**src/rtl/ds3_payload_out.sv**
```systemverilog
module ds3_payload_out #(
  parameter int BLK_BITS = 85,
  parameter int BLKS     = 56,
  localparam int BW = $clog2(BLK_BITS),
  localparam int KW = $clog2(BLKS),
  localparam int PW = $clog2((BLK_BITS - 1) * BLKS + 1),
  localparam int OW = $clog2(BLKS + 1)
) (
  input  logic          clk,
  input  logic          rst_n,
  input  logic          ser_in,
  input  logic          frame_sync,
  input  logic          gap_mode,
  output logic          line_clk,
  output logic          ser_out,
  output logic          ind_out,
  output logic [PW-1:0] pay_total,
  output logic [OW-1:0] oh_total
);

  logic          phase;
  logic [BW-1:0] bit_idx;
  logic [KW-1:0] blk_idx;
  logic          oh_q;
  logic          mode_q;
  logic [PW-1:0] pay_run;
  logic [OW-1:0] oh_run;

  wire           load     = !phase;
  wire           last_bit = bit_idx == BW'(BLK_BITS - 1);
  wire           last_blk = blk_idx == KW'(BLKS - 1);
  wire           start    = frame_sync | (last_bit & last_blk);
  wire  [BW-1:0] bit_nx   = (frame_sync | last_bit) ? '0 : bit_idx + 1'b1;
  wire  [KW-1:0] blk_nx   = start ? '0 : (last_bit ? blk_idx + 1'b1 : blk_idx);
  wire           oh_nx    = bit_nx == '0;
  wire           mode_nx  = start ? gap_mode : mode_q;

  always_ff @(posedge clk or negedge rst_n) begin
    if (!rst_n) begin
      phase     <= 1'b0;
      bit_idx   <= BW'(BLK_BITS - 1);
      blk_idx   <= KW'(BLKS - 1);
      oh_q      <= 1'b0;
      mode_q    <= 1'b0;
      line_clk  <= 1'b0;
      ser_out   <= 1'b0;
      ind_out   <= 1'b0;
      pay_run   <= '0;
      oh_run    <= '0;
      pay_total <= '0;
      oh_total  <= '0;
    end else begin
      phase    <= !phase;
      line_clk <= load;
      if (load) begin
        ser_out <= ser_in;
        bit_idx <= bit_nx;
        blk_idx <= blk_nx;
        oh_q    <= oh_nx;
        mode_q  <= mode_nx;
        ind_out <= mode_nx ? !oh_nx : oh_nx;
        if (start) begin
          pay_total <= pay_run;
          oh_total  <= oh_run;
          pay_run   <= '0;
          oh_run    <= OW'(1);
        end else begin
          pay_run <= pay_run + PW'(!oh_nx);
          oh_run  <= oh_run + OW'(oh_nx);
        end
      end else begin
        ind_out <= mode_q ? 1'b0 : oh_q;
      end
    end
  end

  assert_lclk_rise_R1: assert property (@(posedge clk) disable iff (!rst_n)
    !line_clk |=> line_clk);
  assert_lclk_fall_R1: assert property (@(posedge clk) disable iff (!rst_n)
    line_clk |=> !line_clk);
  assert_data_hold_R1: assert property (@(posedge clk) disable iff (!rst_n)
    !line_clk |-> $stable(ser_out));
  assert_flag_hold_R3: assert property (@(posedge clk) disable iff (!rst_n)
    (!line_clk && !mode_q) |-> $stable(ind_out));
  assert_gap_low_R4: assert property (@(posedge clk) disable iff (!rst_n)
    (mode_q && !line_clk) |-> !ind_out);
  assert_gap_inside_R4: assert property (@(posedge clk) disable iff (!rst_n)
    (mode_q && ind_out) |-> line_clk);
  assert_total_bound_R8: assert property (@(posedge clk) disable iff (!rst_n)
    (oh_total <= OW'(BLKS)) && (pay_total <= PW'((BLK_BITS - 1) * BLKS)));

endmodule

```
**config.mk**
```make
export PLATFORM = sky130hd
export DESIGN_NAME = ds3_payload_out
export DESIGN_NICKNAME = d
export VERILOG_FILES = /design/src/rtl/ds3_payload_out.sv
export SDC_FILE = /design/constraint.sdc
export NUM_CORES = 1
export LEC_CHECK = 0
export CAP_MARGIN = 20
export CORE_MARGIN = 1
export CORE_UTILIZATION = 40
export CTS_CLUSTER_DIAMETER = 80
export DETAILED_ROUTE_END_ITERATION = 6
export HOLD_SLACK_MARGIN = 0.08
export PLACE_DENSITY = 0.66
export SETUP_SLACK_MARGIN = 0.15
export SLEW_MARGIN = 10
export SYNTH_ARGS = -nofsm -noshare
export SYNTH_HDL_FRONTEND = slang
export SYNTH_SLANG_ARGS = --single-unit
export TNS_END_PERCENT = 5
```
**constraint.sdc**
```tcl
create_clock -name clk -period 2.8 [get_ports clk]
set_clock_uncertainty 0.2 [all_clocks]
set_input_delay 0.56 -clock clk [delete_from_list [all_inputs] [get_ports clk]]
set_output_delay 0.56 -clock clk [all_outputs]
set_load 0.05 [all_outputs]
```
== Yosys cells after proc, flatten, opt, wreduce, memory -nomap -nowiden ==
Cells that the tools add are included.
W data, S select, Z words.
Word-level totals
  word-level logic and storage cells: 36
  bits in registers: 56
  output and inout port bits: 22
Operators by class
  bitwise operators: 4
  reductions and logical operators: 6
  $add $sub $neg: 4
  equal/unequal tests: 2
  multiplexer cells: 9
Operator list (count)
  $mux W6: 3
  $add A13 B1 Y13: 1
  $mux W13: 1
  $add A7 B1 Y7 const B: 1
  $eq A7 B7 Y1 const B: 1
  $logic_not A7 Y1: 1
  $mux W7: 1
  $add A6 B1 Y6: 1
  $add A6 B1 Y6 const B: 1
  $eq A6 B6 Y1 const B: 1
  $mux W1: 4
  $reduce_and A2 Y1: 2
  $logic_not A1 Y1: 2
  $or A1 B1 Y1: 2
  $reduce_bool A2 Y1: 1
  $and A1 B1 Y1: 1
  $not A1 Y1: 1

== Longest topological paths before layout ==
Gate-level depths: netlist of run 1.
  depth in word-level cells: 7
  mapped depth: 13
  gate-level depth less buffers: 13

== Least setup slack after synthesis of run 1 ==
Ideal clock, no wire load.
  kind: register to register
  start point: register bit_idx[0]
  end point: register pay_run[10]
  cell stages (with the launch flop): 14
  buffers on the path: 0
  slack: -0.119 ns
  data arrival time: 2.600 ns
  setup time: 0.119 ns
  data required time: 2.481 ns
  path through: dfrtp_1 -> inv_1 -> ha_1 -> or4b_2 -> a21oi_1 -> o32ai_1 -> nand2_1 -> inv_1 -> ha_1 -> ha_1 -> and3_1 -> and3_1 -> xnor2_1 -> nor2_1
On the way
  word-level cells in the longest chain between the ends: 7
  elaborated cells on any way between the ends: 10
RTL lines
  start, declared: RTL line 22  | logic [BW-1:0] bit_idx;
  start signal, assigned: RTL line 41  | bit_idx <= BW'(BLK_BITS - 1);
  start signal, assigned: RTL line 57  | bit_idx <= bit_nx;
  branches (longest 2 deep; another with $add A7 B1 Y7)
  $mux W7 *: RTL line 33  | wire [BW-1:0] bit_nx = (frame_sync | last_bit) ? '0 : bit_idx + 1'b1;
  $logic_not A7 Y1 *: RTL line 35  | wire oh_nx = bit_nx == '0;
  via oh_nx: RTL line 35
  $logic_not A1 Y1 *: RTL line 68  | pay_run <= pay_run + PW'(!oh_nx);
  $add A13 B1 Y13 *: RTL line 68
  $mux W13 *: RTL line 62  | if (start) begin
  end signal, assigned: RTL line 68
  end, declared: RTL line 26  | logic [PW-1:0] pay_run;
Mark *: on every way through the listed nets, which the timed path passes.
A chain may end at the register's enable or synchronous reset.

== Worst setup path in the final report of run 1 ==
Ends and elaborated chain as after synthesis.

==> results of run 1 <==
-- worst paths after layout --
kind                                         from                      end  slack, ns  depth (start not counted)
setup / recovery           bit_idx[0]$_DFFE_PN0N_  pay_run[10]$_DFFE_PN0N_       0.12                         13
min in group asynchronous                   rst_n      ser_out$_DFFE_PN0N_       0.56                          2
setup reg to reg           bit_idx[0]$_DFFE_PN0N_  pay_run[10]$_DFFE_PN0N_       0.12                         13
hold / removal             blk_idx[1]$_DFFE_PN1P_   blk_idx[1]$_DFFE_PN1P_       0.29                          2
max in group asynchronous                   rst_n   blk_idx[2]$_DFFE_PN1P_       1.21                          3
hold reg to reg            blk_idx[1]$_DFFE_PN1P_   blk_idx[1]$_DFFE_PN1P_       0.29                          2
-- power breakdown --
part | internal [mW] | leakage (nW) | switching [mW]
Clock | 0.271 | 0.0558 | 0.269
Sequential | 0.931 | 0.720 | 0.107
Combinational | 0.235 | 0.728 | 0.309
-- cells by family (layout without fill, tap and decap cells) --
group	count (synthesis)	in the layout	share of synthesized area, %
AOI/OAI and AO/OA	31	31	8.42
muxes	26	26	10.8
DFF	56	56	52.2
buffers and inverters	12	63	2.64
and+or+nand+nor	92	92	17.1
xor gates and xnor gates	16	16	5.18
adders and majority gates	8	8	3.70
-- synth_stat cells (2+ instances only) --
cell	n
nor2_1	24
xor2_1	11
buf_6	3
nor3_1	5
and3_1	4
xnor2_1	5
dfstp_2	8
a22o_1	2
a21oi_1	3
and2b_4	2
dfrtp_1	48
and4_1	2
mux2i_1	4
o31ai_1	2
ha_1	8
nand4_1	6
nor2b_1	2
clkbuf_1	2
mux2_2	21
nand2_1	24
inv_1	4
o21ai_0	12
nand3_1	11
nand2b_1	2
-- worst register-to-register path, stage by stage (launching register included) --
cell     delay (ns)
dfrtp_1        0.40
inv_2          0.08
ha_4           0.20
or4b_4         0.49
a21oi_2        0.12
o32ai_2        0.08
nand2_1        0.13
inv_2          0.06
ha_4           0.17
ha_4           0.15
and3_4         0.14
and3_4         0.18
xnor2_2        0.10
nor2_1         0.05
-- cell type report --
cell class / instances / area (um^2)
inverters: 5 / 18.8
clock buffers: 6 / 72.6
well taps: 77 / 96.3
repair buffers: 50 / 464
flip-flops and latches: 56 / 1410
multi-input cells: 173 / 1330
clock inverters: 2 / 38.8
fillers: 566 / 2990
-- routing by layer --
layer,up-vias,part of all wire [%],GRT usage (%)
met1,935,50,21.3
met2,27,47,25.1
met5,-,0,0
met4,0,0.67,5.02
met3,2,2.5,3.44
li1,950,-,-
-- per-stage QoR --
step / total power, mW / hold WS (ns)
final: 2.12 / 0.287
after global routing: 2.23 / 0.300
after CTS: 2.13 / 0.288
after detailed placement: 1.55 / 0.274
after global placement: 1.54 / 0.254
after floorplan: 1.36 / 0.0644
-- what timing repair did --
item	in CTS	in global routing
buffers inserted	6	5
endpoints found under the hold margin	23	0
gates resized for setup	12	8
pin swaps	6	5
endpoints found under the setup margin	10	17
hold buffers	1	0
-- flip-flops by register name, indices dropped and copies added (netlist names), 6 cells and up --
name,count
bit_idx,7
blk_idx,6
oh_run,6
oh_total,6
pay_run,13
pay_total,13
==> metrics.txt, run 1 <==
dpl cell area 0.00313 mm^2; Ports 27; Period Utilization, post-route 95.6%; clk_lat worst skew 0.31 ns; Most used DFF post-synth dfrtp_1; Power Dens Cells 619 mW/mm^2; num rows 29; layout overhead on the synthesized area 26.7%; Final Instance Count excl. Fillers 369; final hold vios 0; post-layout worst setup margin 0.125 ns; outcome complete, but fails checks; top cells by area, synth dfrtp_1 44%, mux2_2 8.7%, dfstp_2 7.8%, ha_1 3.7%, xor2_1 3.6%; Die H 84.2 um; Static Leak 1.50 nW; gr ovfl total 0; CTS tree done; core region area 0.00642 mm^2; Max clock buf depth 2; max-cap violation count 0; # diodes 0; CP Buf/Inv Count 2; cell taking the most area after synthesis dfrtp_1; worst hold path type register to register; port bufs 26; Peak VDD IR 0.440 mV; drt initial violations 94; CP most frequent cell ha_4; Crit Path Max Fanout 3; crit path DAT 2.68 ns; FMAX 374 MHz; starting density of the core 42.1%; Inserted Clock Buffers 5; clk root buf clkbuf_8; vias in the first global route 1888; RSZ-0062 raised after global routing true; drt first pass iters 7; Warnings, synthesis 0; crit path cell chain inv_2 > ha_4 > or4b_4 > a21oi_2 > o32ai_2 > nand2_1 > inv_2 > ha_4 > ha_4 > and3_4 > and3_4 > xnor2_2 > nor2_1; share of cells above drive strength 1 30.8%; Vias 1914; Critical Path Sink Type register; initial antenna violation count 0; Final #Nets 304; Post-synth ARST share 100%; largest net degree at the start of global routing 38; failing checks DRC; Final Instance Area 0.00343 mm^2; Critical-path top delay cell or4b_4; DRC viols 2; mean post-synth cell area 11.2 um^2; DP HPWL 3.46 mm; #FFs+latches synth 56; crit path kind register to register; WL/cell 14.2 um; Worst path max stage delay 0.49 ns; die width 84.2 um; Final TNS setup 0 ns; CP startpoint kind register; most common cell after layout, fill and taps aside dfrtp_1; all-layer global routing usage 15.7%; Via-to-Cell Ratio 5.19; Post-synth EDFFs 0; Post-Syn Instances 241; CTS Sinks 56; GP Congestion 0.811; most frequent cells in the layout 48 x dfrtp_1, 24 x nor2_1, 24 x clkdlybuf4s50_1; final wirelength 5.26 mm; final-report max-slew violation count 0; # setup viols final 0; post-synth net total 254; ANT nets after route 0; Die ar. 0.00710 mm^2; normalized max-slew margin 63.3%; Worst-Margin Slew 0.550 ns; fin crit period 2.68 ns; delay-heaviest family, CP simple AND/OR/NAND/NOR gates; post-synthesis sequential area ratio 52.2%; placed cell count 349; Synth cell types 50; Yosys top cell area share 44.4%; final core occ 53.4%; first-pass GRT wire length 8.86 mm; pre-CTS WS -0.0167 ns; Worst-path clk slew 0.10 ns; Post-Syn Area 0.00271 mm^2; htree depth 2; Req. time, crit path 2.80 ns
Note: power is estimated with default switching activity, not from simulation.
==> run 2, diff against run 1 <==
--- a/config.mk
+++ b/config.mk
@@ -10,8 +10,9 @@
 export CORE_UTILIZATION = 40
 export CTS_CLUSTER_DIAMETER = 80
 export DETAILED_ROUTE_END_ITERATION = 6
+export DONT_BUFFER_PORTS = 1
 export HOLD_SLACK_MARGIN = 0.08
-export PLACE_DENSITY = 0.66
+export PLACE_DENSITY = 0.6
 export SETUP_SLACK_MARGIN = 0.15
 export SLEW_MARGIN = 10
 export SYNTH_ARGS = -nofsm -noshare
==> metrics.txt, run 2 (synthesized netlist as in run 1, its figures left out) <==
filler cell count in the final layout 577 (+1.9%); Final TNS setup 0 ns (unchanged); met3 WL 254 um (+92%); wire length on met2 2.44 mm (-1.5%); Req. time, crit path 2.86 ns (+0.06 ns); RSZ-0062 raised after global routing true; clk_lat worst skew 0.32 ns (about the same); internal power 1.26 mW (-12%); Switching Fraction 35.4% (+3.1 points); largest net degree at the start of global routing 57 (+50%); Crit Path Max Fanout 4 (+1); # setup viols final 0 (unchanged); FMAX 364 MHz (-2.5%); Static Leak 1.36 nW (-9.4%); most common cell after layout, fill and taps aside dfrtp_1; Final #Nets 271 (-11%); Power Dens Cells 628 mW/mm^2 (+1.5%); most frequent cells in the layout 48 x dfrtp_1, 24 x nand2_1, 24 x nor2_1; Worst-Margin Slew 0.484 ns (-0.0663 ns); htree depth 2 (unchanged); Final Instance Area 0.00311 mm^2 (-9.3%); Via-to-Cell Ratio 5.57 (+7.4%); starting density of the core 42.1% (unchanged); share of cells above drive strength 1 30.9% (+0.066 points); first-pass GRT wire length 8.88 mm (+0.24%); GP Congestion 0.801 (-1.3%); max-cap violation count 0 (unchanged); normalized max-slew margin 67.7% (+4.4 points); final hold vios 0 (unchanged); crit path kind register to register; gr ovfl total 0 (unchanged); CTS Sinks 56 (unchanged); Critical Path Sink Type register; Period Utilization, post-route 98.0% (+2.5 points); top flop regs pay_run x13, pay_total x13, bit_idx x7; crit path DAT 2.80 ns (+0.12 ns); Peak VDD IR 0.366 mV (-17%); port bufs 0 (-100%); Reg2Reg Setup Slack 0.06 ns (-0.07 ns); initial antenna violation count 0 (unchanged); Max clock buf depth 2 (unchanged); ANT nets after route 0 (unchanged); num rows 29 (unchanged); die width 84.2 um (unchanged); # diodes 0 (unchanged); dpl cell area 0.00285 mm^2 (-9.0%); Clock Power Share 24.3% (-1.1 points); drt first pass iters 4 (-3); Seq pwr share 62.6% (+14 points); Max Used Layer met4; Ports 27 (unchanged); drt initial violations 112 (+19%); NetSw 0.692 mW (+0.91%); DRC viols 0 (-2); vias in the first global route 1842 (-2.4%); final wirelength 5.26 mm (about the same); Post-Route M1 WL 2.50 mm (-4.1%); CTS tree done; final-report max-slew violation count 0 (unchanged); final core occ 48.4% (-4.9 points); Worst-path clk slew 0.12 ns (+0.02 ns); Inserted Clock Buffers 5 (unchanged); core region area 0.00642 mm^2 (unchanged); outcome completed; Die ar. 0.00710 mm^2 (unchanged); fin crit period 2.74 ns (+0.0687 ns); CP startpoint kind register; worst hold path type primary input to register; layout overhead on the synthesized area 15.0%; WL/cell 15.6 um (+9.8%); DP HPWL 3.27 mm (-5.5%); power share of the combinational group 13.1% (-13 points); clk root buf clkbuf_8; all-layer global routing usage 15.8% (+0.13 points); Die H 84.2 um (unchanged); Vias 1871 (-2.2%)
-- run 2: stage by stage --
stage	instances	setup WS, ns	power, mW	hold slack, ns
after floorplan	241	0.0632	1.36	0.0644
after global placement	320	0.0210	1.43	0.0665
after detailed placement	320	-0.0265	1.44	0.0664
after CTS	335	0.0815	1.95	0.101
after global routing	336	-0.0359	2.06	0.115
final	336	0.0559	1.95	0.106
-- run 2: power by group through the flow --
| stage | clock network, mW | registers [mW] | logic, mW |
|---|---|---|---|
| 4_1_cts | 0.491 | 1.22 | 0.241 |
| 6_report | 0.475 | 1.22 | 0.256 |
| 3_3_place_gp | 0 | 1.23 | 0.200 |
| 3_5_place_dp | 0 | 1.23 | 0.203 |
| 5_1_grt | 0.520 | 1.25 | 0.295 |
| 2_1_floorplan | 0 | 1.20 | 0.164 |
-- run 2: final cells by class --
cell class              count  area, um^2  share of cell area (%)
clock buffers               5        68.8                    2.21
clock inverters             3        27.5                   0.885
inverters                   5        18.8                   0.603
multi-input cells         173        1330                    42.6
flip-flops and latches     56        1410                    45.4
well taps                  77        96.3                    3.10
repair buffers             17         163                    5.23
-- run 2: layer usage --
layer / global-route usage, % / up-vias
met5: 0 / -
met4: 4.70 / 0
met3: 4.33 / 6
met2: 24.8 / 47
met1: 21.5 / 933
li1: - / 885
-- run 2: repair_timing --
| item | CTS | global route |
|---|---|---|
| gates resized for setup | 9 | 9 |
| buffers inserted | 5 | 1 |
| endpoints found under the hold margin | 56 | 0 |
| pin swaps | 6 | 6 |
| hold buffers | 2 | 0 |
| setup endpoints to repair | 10 | 17 |
-- run 2: critical path, cell delays in order (launching register included) --
cell,delay (ns)
dfrtp_1,0.43
inv_2,0.10
ha_4,0.20
or4b_4,0.48
a21oi_2,0.12
o32ai_2,0.09
nand2_1,0.13
inv_2,0.05
ha_4,0.16
ha_2,0.16
and3_4,0.15
and3_4,0.18
xnor2_2,0.12
nor2_1,0.11
-- run 2: path summary, 6_finish.rpt --
kind	endpoint	startpoint	cells after the start
hold / removal	blk_idx[2]$_DFFE_PN1P_	frame_sync	1
max in group asynchronous	bit_idx[2]$_DFFE_PN1N_	rst_n	2
hold reg to reg	blk_idx[1]$_DFFE_PN1P_	blk_idx[1]$_DFFE_PN1P_	2
setup / recovery	pay_run[10]$_DFFE_PN0N_	bit_idx[0]$_DFFE_PN0N_	13
setup reg to reg	pay_run[10]$_DFFE_PN0N_	bit_idx[0]$_DFFE_PN0N_	13
min in group asynchronous	pay_run[2]$_DFFE_PN0N_	rst_n	2
